`src/rtl/tmr_pkg.sv`:
```
package tmr_pkg;
    localparam int BUS_W       = 32;
    localparam int ADDR_W      = 8;
    localparam int NUM_RELOAD  = 3;
    localparam int SMALL_CNT_W = 16;
    localparam int LARGE_CNT_W = 32;
    localparam int FREE_CNT_W  = 40;
    localparam int CHAN_IDX_W  = $clog2(NUM_RELOAD);

    // control bit positions
    localparam int CTL_EN_BIT   = 7;
    localparam int CTL_PER_BIT  = 6;
    localparam int CTL_FAST_BIT = 3;
    localparam int FREE_EN_BIT  = 8;

    // register offsets inside a channel window
    localparam logic [3:0] OFS_LOAD  = 4'h0;
    localparam logic [3:0] OFS_VALUE = 4'h4;
    localparam logic [3:0] OFS_CTRL  = 4'h8;
    localparam logic [3:0] OFS_CLEAR = 4'hC;

    localparam logic [ADDR_W-1:0] FREE_LO_ADDR = 8'h60;
    localparam logic [ADDR_W-1:0] FREE_HI_ADDR = 8'h64;

    typedef enum logic [2:0] {
        RS_NONE,
        RS_LOAD,
        RS_VALUE,
        RS_CTRL,
        RS_FREE_LO,
        RS_FREE_HI
    } rd_sel_e;

    function automatic logic [ADDR_W-1:0] chan_base(input int idx);
        case (idx)
            0:       return 8'h00;
            1:       return 8'h20;
            default: return 8'h80;
        endcase
    endfunction

    function automatic int chan_width(input int idx);
        return (idx == NUM_RELOAD - 1) ? LARGE_CNT_W : SMALL_CNT_W;
    endfunction
endpackage

```
`src/rtl/tmr_decode.sv`:
```
module tmr_decode
    import tmr_pkg::*;
(
    input  logic [ADDR_W-1:0]     bus_addr,
    input  logic                  bus_we,
    output logic [NUM_RELOAD-1:0] wr_load,
    output logic [NUM_RELOAD-1:0] wr_ctrl,
    output logic [NUM_RELOAD-1:0] wr_clear,
    output logic                  wr_free_hi,
    output rd_sel_e               rd_sel,
    output logic [CHAN_IDX_W-1:0] rd_chan
);
    always_comb begin
        wr_load    = '0;
        wr_ctrl    = '0;
        wr_clear   = '0;
        wr_free_hi = bus_we && (bus_addr == FREE_HI_ADDR);
        rd_sel     = RS_NONE;
        rd_chan    = '0;
        if (bus_addr == FREE_LO_ADDR) rd_sel = RS_FREE_LO;
        if (bus_addr == FREE_HI_ADDR) rd_sel = RS_FREE_HI;
        for (int i = 0; i < NUM_RELOAD; i++) begin
            if (bus_addr[ADDR_W-1:4] == chan_base(i) >> 4) begin
                rd_chan = CHAN_IDX_W'(i);
                case (bus_addr[3:0])
                    OFS_LOAD: begin
                        rd_sel     = RS_LOAD;
                        wr_load[i] = bus_we;
                    end
                    OFS_VALUE: rd_sel = RS_VALUE;
                    OFS_CTRL: begin
                        rd_sel     = RS_CTRL;
                        wr_ctrl[i] = bus_we;
                    end
                    OFS_CLEAR: wr_clear[i] = bus_we;
                    default: ;
                endcase
            end
        end
    end
endmodule

```
`src/rtl/tmr_reload_chan.sv`:
```
module tmr_reload_chan
    import tmr_pkg::*;
#(
    parameter int CNT_W = 16
) (
    input  logic             clk,
    input  logic             rst_n,
    input  logic             slow_tick,
    input  logic             fast_tick,
    input  logic             wr_load,
    input  logic             wr_ctrl,
    input  logic             wr_clear,
    input  logic [BUS_W-1:0] wdata,
    output logic [BUS_W-1:0] load_rd,
    output logic [BUS_W-1:0] value_rd,
    output logic [BUS_W-1:0] ctrl_rd,
    output logic             irq
);
    typedef struct packed {
        logic [CNT_W-1:0] load;
        logic [CNT_W-1:0] value;
        logic             en;
        logic             periodic;
        logic             fast;
        logic             irq;
    } chan_st_t;

    chan_st_t st_d, st_q;
    logic     tick;
    logic     underflow;

    always_comb begin
        st_d      = st_q;
        tick      = st_q.fast ? fast_tick : slow_tick;
        underflow = 1'b0;
        if (wr_ctrl) begin
            st_d.en       = wdata[CTL_EN_BIT];
            st_d.periodic = wdata[CTL_PER_BIT];
            st_d.fast     = wdata[CTL_FAST_BIT];
        end
        if (wr_load) begin
            st_d.load  = wdata[CNT_W-1:0];
            st_d.value = wdata[CNT_W-1:0];
        end else if (st_q.en && tick) begin
            if (st_q.value == '0) begin
                underflow  = 1'b1;
                st_d.value = st_q.periodic ? st_q.load : '1;
            end else begin
                st_d.value = st_q.value - 1'b1;
            end
        end
        if (wr_clear)  st_d.irq = 1'b0;
        if (underflow) st_d.irq = 1'b1;
    end

    always_ff @(posedge clk or negedge rst_n) begin
        if (!rst_n) st_q <= '0;
        else        st_q <= st_d;
    end

    always_comb begin
        load_rd               = BUS_W'(st_q.load);
        value_rd              = BUS_W'(st_q.value);
        ctrl_rd               = '0;
        ctrl_rd[CTL_EN_BIT]   = st_q.en;
        ctrl_rd[CTL_PER_BIT]  = st_q.periodic;
        ctrl_rd[CTL_FAST_BIT] = st_q.fast;
        irq                   = st_q.irq;
    end
endmodule

```
`src/rtl/tmr_free_cnt.sv`:
```
module tmr_free_cnt
    import tmr_pkg::*;
#(
    parameter int CNT_W = FREE_CNT_W
) (
    input  logic             clk,
    input  logic             rst_n,
    input  logic             fast_tick,
    input  logic             wr_hi,
    input  logic [BUS_W-1:0] wdata,
    output logic [BUS_W-1:0] lo_rd,
    output logic [BUS_W-1:0] hi_rd,
    output logic [CNT_W-1:0] cnt,
    output logic             en
);
    localparam int HI_W = CNT_W - BUS_W;

    typedef struct packed {
        logic [CNT_W-1:0] cnt;
        logic             en;
    } free_st_t;

    free_st_t st_d, st_q;

    always_comb begin
        st_d = st_q;
        if (wr_hi) st_d.en = wdata[FREE_EN_BIT];
        if (st_q.en && fast_tick) st_d.cnt = st_q.cnt + 1'b1;
    end

    always_ff @(posedge clk or negedge rst_n) begin
        if (!rst_n) st_q <= '0;
        else        st_q <= st_d;
    end

    always_comb begin
        lo_rd              = st_q.cnt[BUS_W-1:0];
        hi_rd              = '0;
        hi_rd[HI_W-1:0]    = st_q.cnt[CNT_W-1:BUS_W];
        hi_rd[FREE_EN_BIT] = st_q.en;
        cnt                = st_q.cnt;
        en                 = st_q.en;
    end
endmodule

```
`src/rtl/tmr_unit.sv`:
```
module tmr_unit
    import tmr_pkg::*;
(
    input  logic                  clk,
    input  logic                  rst_n,
    input  logic                  slow_tick,
    input  logic                  fast_tick,
    input  logic [ADDR_W-1:0]     bus_addr,
    input  logic                  bus_we,
    input  logic [BUS_W-1:0]      bus_wdata,
    output logic [BUS_W-1:0]      bus_rdata,
    output logic [NUM_RELOAD-1:0] irq
);
    logic [NUM_RELOAD-1:0] wr_load, wr_ctrl, wr_clear;
    logic                  wr_free_hi;
    rd_sel_e               rd_sel;
    logic [CHAN_IDX_W-1:0] rd_chan;

    logic [BUS_W-1:0] load_rd  [NUM_RELOAD];
    logic [BUS_W-1:0] value_rd [NUM_RELOAD];
    logic [BUS_W-1:0] ctrl_rd  [NUM_RELOAD];
    logic [NUM_RELOAD-1:0][BUS_W-1:0] chan_val_w;

    logic [BUS_W-1:0]      free_lo_rd, free_hi_rd;
    logic [FREE_CNT_W-1:0] free_cnt_w;
    logic                  free_en_w;

    tmr_decode u_decode (
        .bus_addr  (bus_addr),
        .bus_we    (bus_we),
        .wr_load   (wr_load),
        .wr_ctrl   (wr_ctrl),
        .wr_clear  (wr_clear),
        .wr_free_hi(wr_free_hi),
        .rd_sel    (rd_sel),
        .rd_chan   (rd_chan)
    );

    for (genvar i = 0; i < NUM_RELOAD; i++) begin : g_chan
        tmr_reload_chan #(.CNT_W(chan_width(i))) u_chan (
            .clk      (clk),
            .rst_n    (rst_n),
            .slow_tick(slow_tick),
            .fast_tick(fast_tick),
            .wr_load  (wr_load[i]),
            .wr_ctrl  (wr_ctrl[i]),
            .wr_clear (wr_clear[i]),
            .wdata    (bus_wdata),
            .load_rd  (load_rd[i]),
            .value_rd (value_rd[i]),
            .ctrl_rd  (ctrl_rd[i]),
            .irq      (irq[i])
        );
        assign chan_val_w[i] = value_rd[i];
    end

    tmr_free_cnt #(.CNT_W(FREE_CNT_W)) u_free (
        .clk      (clk),
        .rst_n    (rst_n),
        .fast_tick(fast_tick),
        .wr_hi    (wr_free_hi),
        .wdata    (bus_wdata),
        .lo_rd    (free_lo_rd),
        .hi_rd    (free_hi_rd),
        .cnt      (free_cnt_w),
        .en       (free_en_w)
    );

    always_comb begin
        case (rd_sel)
            RS_LOAD:    bus_rdata = load_rd[rd_chan];
            RS_VALUE:   bus_rdata = value_rd[rd_chan];
            RS_CTRL:    bus_rdata = ctrl_rd[rd_chan];
            RS_FREE_LO: bus_rdata = free_lo_rd;
            RS_FREE_HI: bus_rdata = free_hi_rd;
            default:    bus_rdata = '0;
        endcase
    end
endmodule

```
`config.mk`:
```
export PLATFORM = sky130hd
export DESIGN_NAME = tmr_unit
export DESIGN_NICKNAME = d
export VERILOG_FILES = /design/src/rtl/tmr_pkg.sv /design/src/rtl/tmr_decode.sv /design/src/rtl/tmr_reload_chan.sv /design/src/rtl/tmr_free_cnt.sv /design/src/rtl/tmr_unit.sv
export SDC_FILE = /design/constraint.sdc
export NUM_CORES = 1
export LEC_CHECK = 0
export BUFFER_PORTS_ARGS = -buffer_cell sky130_fd_sc_hd__buf_2
export CORE_MARGIN = 8
export CORE_UTILIZATION = 50
export DETAILED_ROUTE_END_ITERATION = 10
export PLACE_DENSITY = 0.68
export SYNTH_ARGS = -nofsm -noshare
export SYNTH_HDL_FRONTEND = slang
export SYNTH_SLANG_ARGS = --single-unit
```
`constraint.sdc`:
```
create_clock -name clk -period 4 [get_ports clk]
set_clock_uncertainty 0.1 [all_clocks]
set_input_delay 0.4 -clock clk [delete_from_list [all_inputs] [get_ports clk]]
set_output_delay 0.4 -clock clk [all_outputs]
set_load 0.1 [all_outputs]
```
==> flow_metrics.tcl <==
set metrics [dict create \
    syn_area_um2 10700 \
    path_max_fanout 13 \
    maxCapViolations 0 \
    coreArea_um2 21000 \
    dr_total_vias 10200 \
    cp_slowest_cell "or4b_2" \
    arrival_ns 2.79 \
    final_max_slew_viol_count 0 \
    p_comb_share_pct 34.2 \
    die_w_um 162 \
    path_clk_slew_ns 0.08 \
    use_met2_pct 39.2 \
    crit_chain "buf_2 > or4b_2 > mux2i_1 > a211oi_1 > a221oi_1 > nand3_1 > buf_2" \
    critical-path-max-stage-delay_ns 0.86 \
    relSlewSlack_pct 32.0 \
    final_nets 1387 \
    cp-end-kind "primary output" \
    root_buffer "clkbuf_16" \
    fin_setup_tns_ns 0 \
    grt_overflow 0 \
    switchingPower_uw 2660 \
    grt_start_max_net_pins 94 \
    synth_seq_cells 181 \
    min_period_ns 3.29 \
    grt_antenna_before_repair 0 \
    setup-violations-final 0 \
    drt_iter0_markers 1195 \
    dp_hpwl_um 24900 \
    fin_total_pwr_uw 6480 \
    cp-start-kind "primary input" \
    worst_ep_required_time_ns 3.50 \
    vias_per_cell 6.29 \
    met1_usage_pct 38.5 \
    syn_inst 1292 \
    grt_pass1_wl_um 55600 \
    synth.avg_cell_area_um2 8.24 \
    swShare_pct 41.0 \
    groute.usage.overall_pct 26.9 \
    die_h_um 162 \
    final_antenna_net_count 0 \
    antenna_cells 0 \
    io_pins 80 \
    fin_crit_sh_pct 82.3 \
    place_congestion 0.911 \
    ir_drop_mv 0.335 \
    post_cts_resize_count 0 \
    cts_buffers 17 \
    dieArea_um2 26200 \
    cpMostUsedCell "buf_2" \
    placement.io_buffers 79 \
    hold_class "in -> reg" \
    drc 0 \
    synth_edf_count 0 \
    wl_per_cell_um 21.8 \
    max-clock-path-buffers 2 \
    grt_pass1_vias 9642 \
    layout-drive-gt1-share_pct 12.5 \
    wirelength_um 35300 \
    drt_first_pass_iters 8 \
    ys_async_sr_fraction_pct 100 \
    max_freq_mhz 304 \
    clock_sinks 181 \
    hold_violations 0 \
    post-cts-setup-buffers 0 \
    p_int_uw 3820 \
    worstSkewPairLatency_ns 0.44 \
    synthFlopType "dfrtp_1" \
    synth.distinct_cells 59 \
    rsz0062_at_grt "no" \
    cts_max_level 4 \
    r2r_setup_slack_ns 0.97 \
    grt_use_met3_pct 4.68 \
    pwr-share-seq_pct 40.5 \
    leakagePower_uw 0.00557 \
    synth-seq-area-share_pct 42.5 \
    pwr-share-clk_pct 25.3 \
    worst_pin_slew_ns 1.01 \
    tritoncts "yes" \
    fp-row-count 53 \
    yosysWarnings 0 \
    status "finished, final reports clean" \
    grt-busiest-layer "met2" \
    ctsHoldBuffers 1 \
    syn2layout_area_growth_pct 11.6 \
    path_class "in -> out" \
    power_density_nw_per_um2 545 \
    fin_hold_ws_ns 0.0706 \
    initial_core_util_pct 50.8 \
    synth_fp_nets 1344 \
]
==> layer usage <==
metal  vias up  part of all wire (%)
met3        84                   8.0
met4         0                   3.7
met2       510                    44
met5         -                     0
li1       4662                     -
met1      4960                    45
==> per-stage QoR <==
step	setup WS [ns]	cell area, um^2	util [%]	cells
after floorplan	0.0776	10700	-	1292
after global placement	0.839	11300	54.0	1590
after detailed placement	0.785	11300	54.0	1590
after CTS	0.771	11900	56.7	1623
after global routing	0.647	11900	56.7	1623
final	0.707	11900	56.7	1623
==> state kept, by name (all words and copies together) (netlist names) <==
| register | flops |
|---|---|
| g_chan.u_chan.irq | 3 |
| g_chan.u_chan.value_rd | 64 |
| g_chan.u_chan.load_rd | 64 |
| g_chan.u_chan.ctrl_rd | 9 |
| u_free.en | 1 |
| u_free.cnt | 40 |
==> worst max-delay path, delay by kind of cell <==
family | cells | cell delay [ns]
muxes | 1 | 0.23
and+or+nand+nor | 2 | 1.10
buffers and inverters | 2 | 0.47
AOI/OAI and AO/OA | 2 | 0.58
==> kinds of logic (layout without fill, tap and decap cells) <==
kind of cell               Yosys count  in the layout  share of synthesized area, %
xor gates and xnor gates            83             83                          6.83
adders and majority gates            7              7                         0.822
DFF                                181            181                          42.5
muxes                               18             18                          1.86
AOI/OAI and AO/OA                  234            234                          15.0
buffers and inverters              114            170                          4.26
and+or+nand+nor                    655            655                          28.7
==> power groups by stage <==
stage | clock (uW) | sequential (uW) | combinational [uW]
CTS | 1660 | 2600 | 2190
global placement | 0 | 2620 | 2130
finish | 1640 | 2620 | 2220
detailed placement | 0 | 2630 | 2170
global route | 1740 | 2670 | 2450
floorplan | 0 | 2420 | 1750
==> path summary, 6_finish.rpt <==
kind	startpoint	to	cells after the start
min in group asynchronous	rst_n	g_chan[1].u_chan.value_rd[7]	2
min reg2reg	u_free.cnt[39]	u_free.cnt[39]	1
max	bus_addr[4]	bus_rdata[3]	7
min	bus_wdata[24]	g_chan[2].u_chan.load_rd[24]	3
max in group asynchronous	rst_n	u_free.cnt[6]	3
max reg2reg	g_chan[2].u_chan.value_rd[26]	g_chan[2].u_chan.value_rd[21]	6
==> layout make-up <==
| class | instances | area [um^2] |
|---|---|---|
| timing repair buffer | 107 | 642 |
| inverter | 31 | 116 |
| sequential | 181 | 4530 |
| multi-input combinational | 997 | 5690 |
| fill | 1979 | 9070 |
| clock buffer | 17 | 425 |
| clock inverter | 15 | 134 |
| tap | 275 | 344 |
==> placed cells by master (no fill, tap or decap), types with 5 or more instances in the layout <==
cell         n
nand2_1    340
dfrtp_1    181
nand3_1     94
buf_2       78
xnor2_1     59
nor2_1      52
o21ai_0     46
o211ai_1    46
inv_1       31
nor3_1      27
a22oi_1     26
a31oi_1     26
buf_4       25
nand4_1     24
xor2_1      24
clkbuf_16   17
nor4_1      16
a211o_1     15
nand3b_1    15
o21ai_1     15
a21oi_1     15
mux2_2      14
or4_1       12
nor3b_1     11
o31ai_1     11
and3_1      10
or3_1       10
and4_1       8
a211oi_1     7
nand2b_1     7
ha_1         7
inv_6        7
a222oi_1     6
nor2_2       5
==> synthesized netlist by cell type (all sizes together), types with 26 or more instances <==
library cell	instances	area (um^2)
nand2	341	1280
o211ai	46	345
nor3	28	151
a31oi	26	163
a22oi	26	195
nor2	58	218
xnor2	59	517
dfrtp	181	4530
inv	31	116
clkbuf	70	263
o21ai	61	305
nand3	94	470
(Power assumes the default switching activity.)
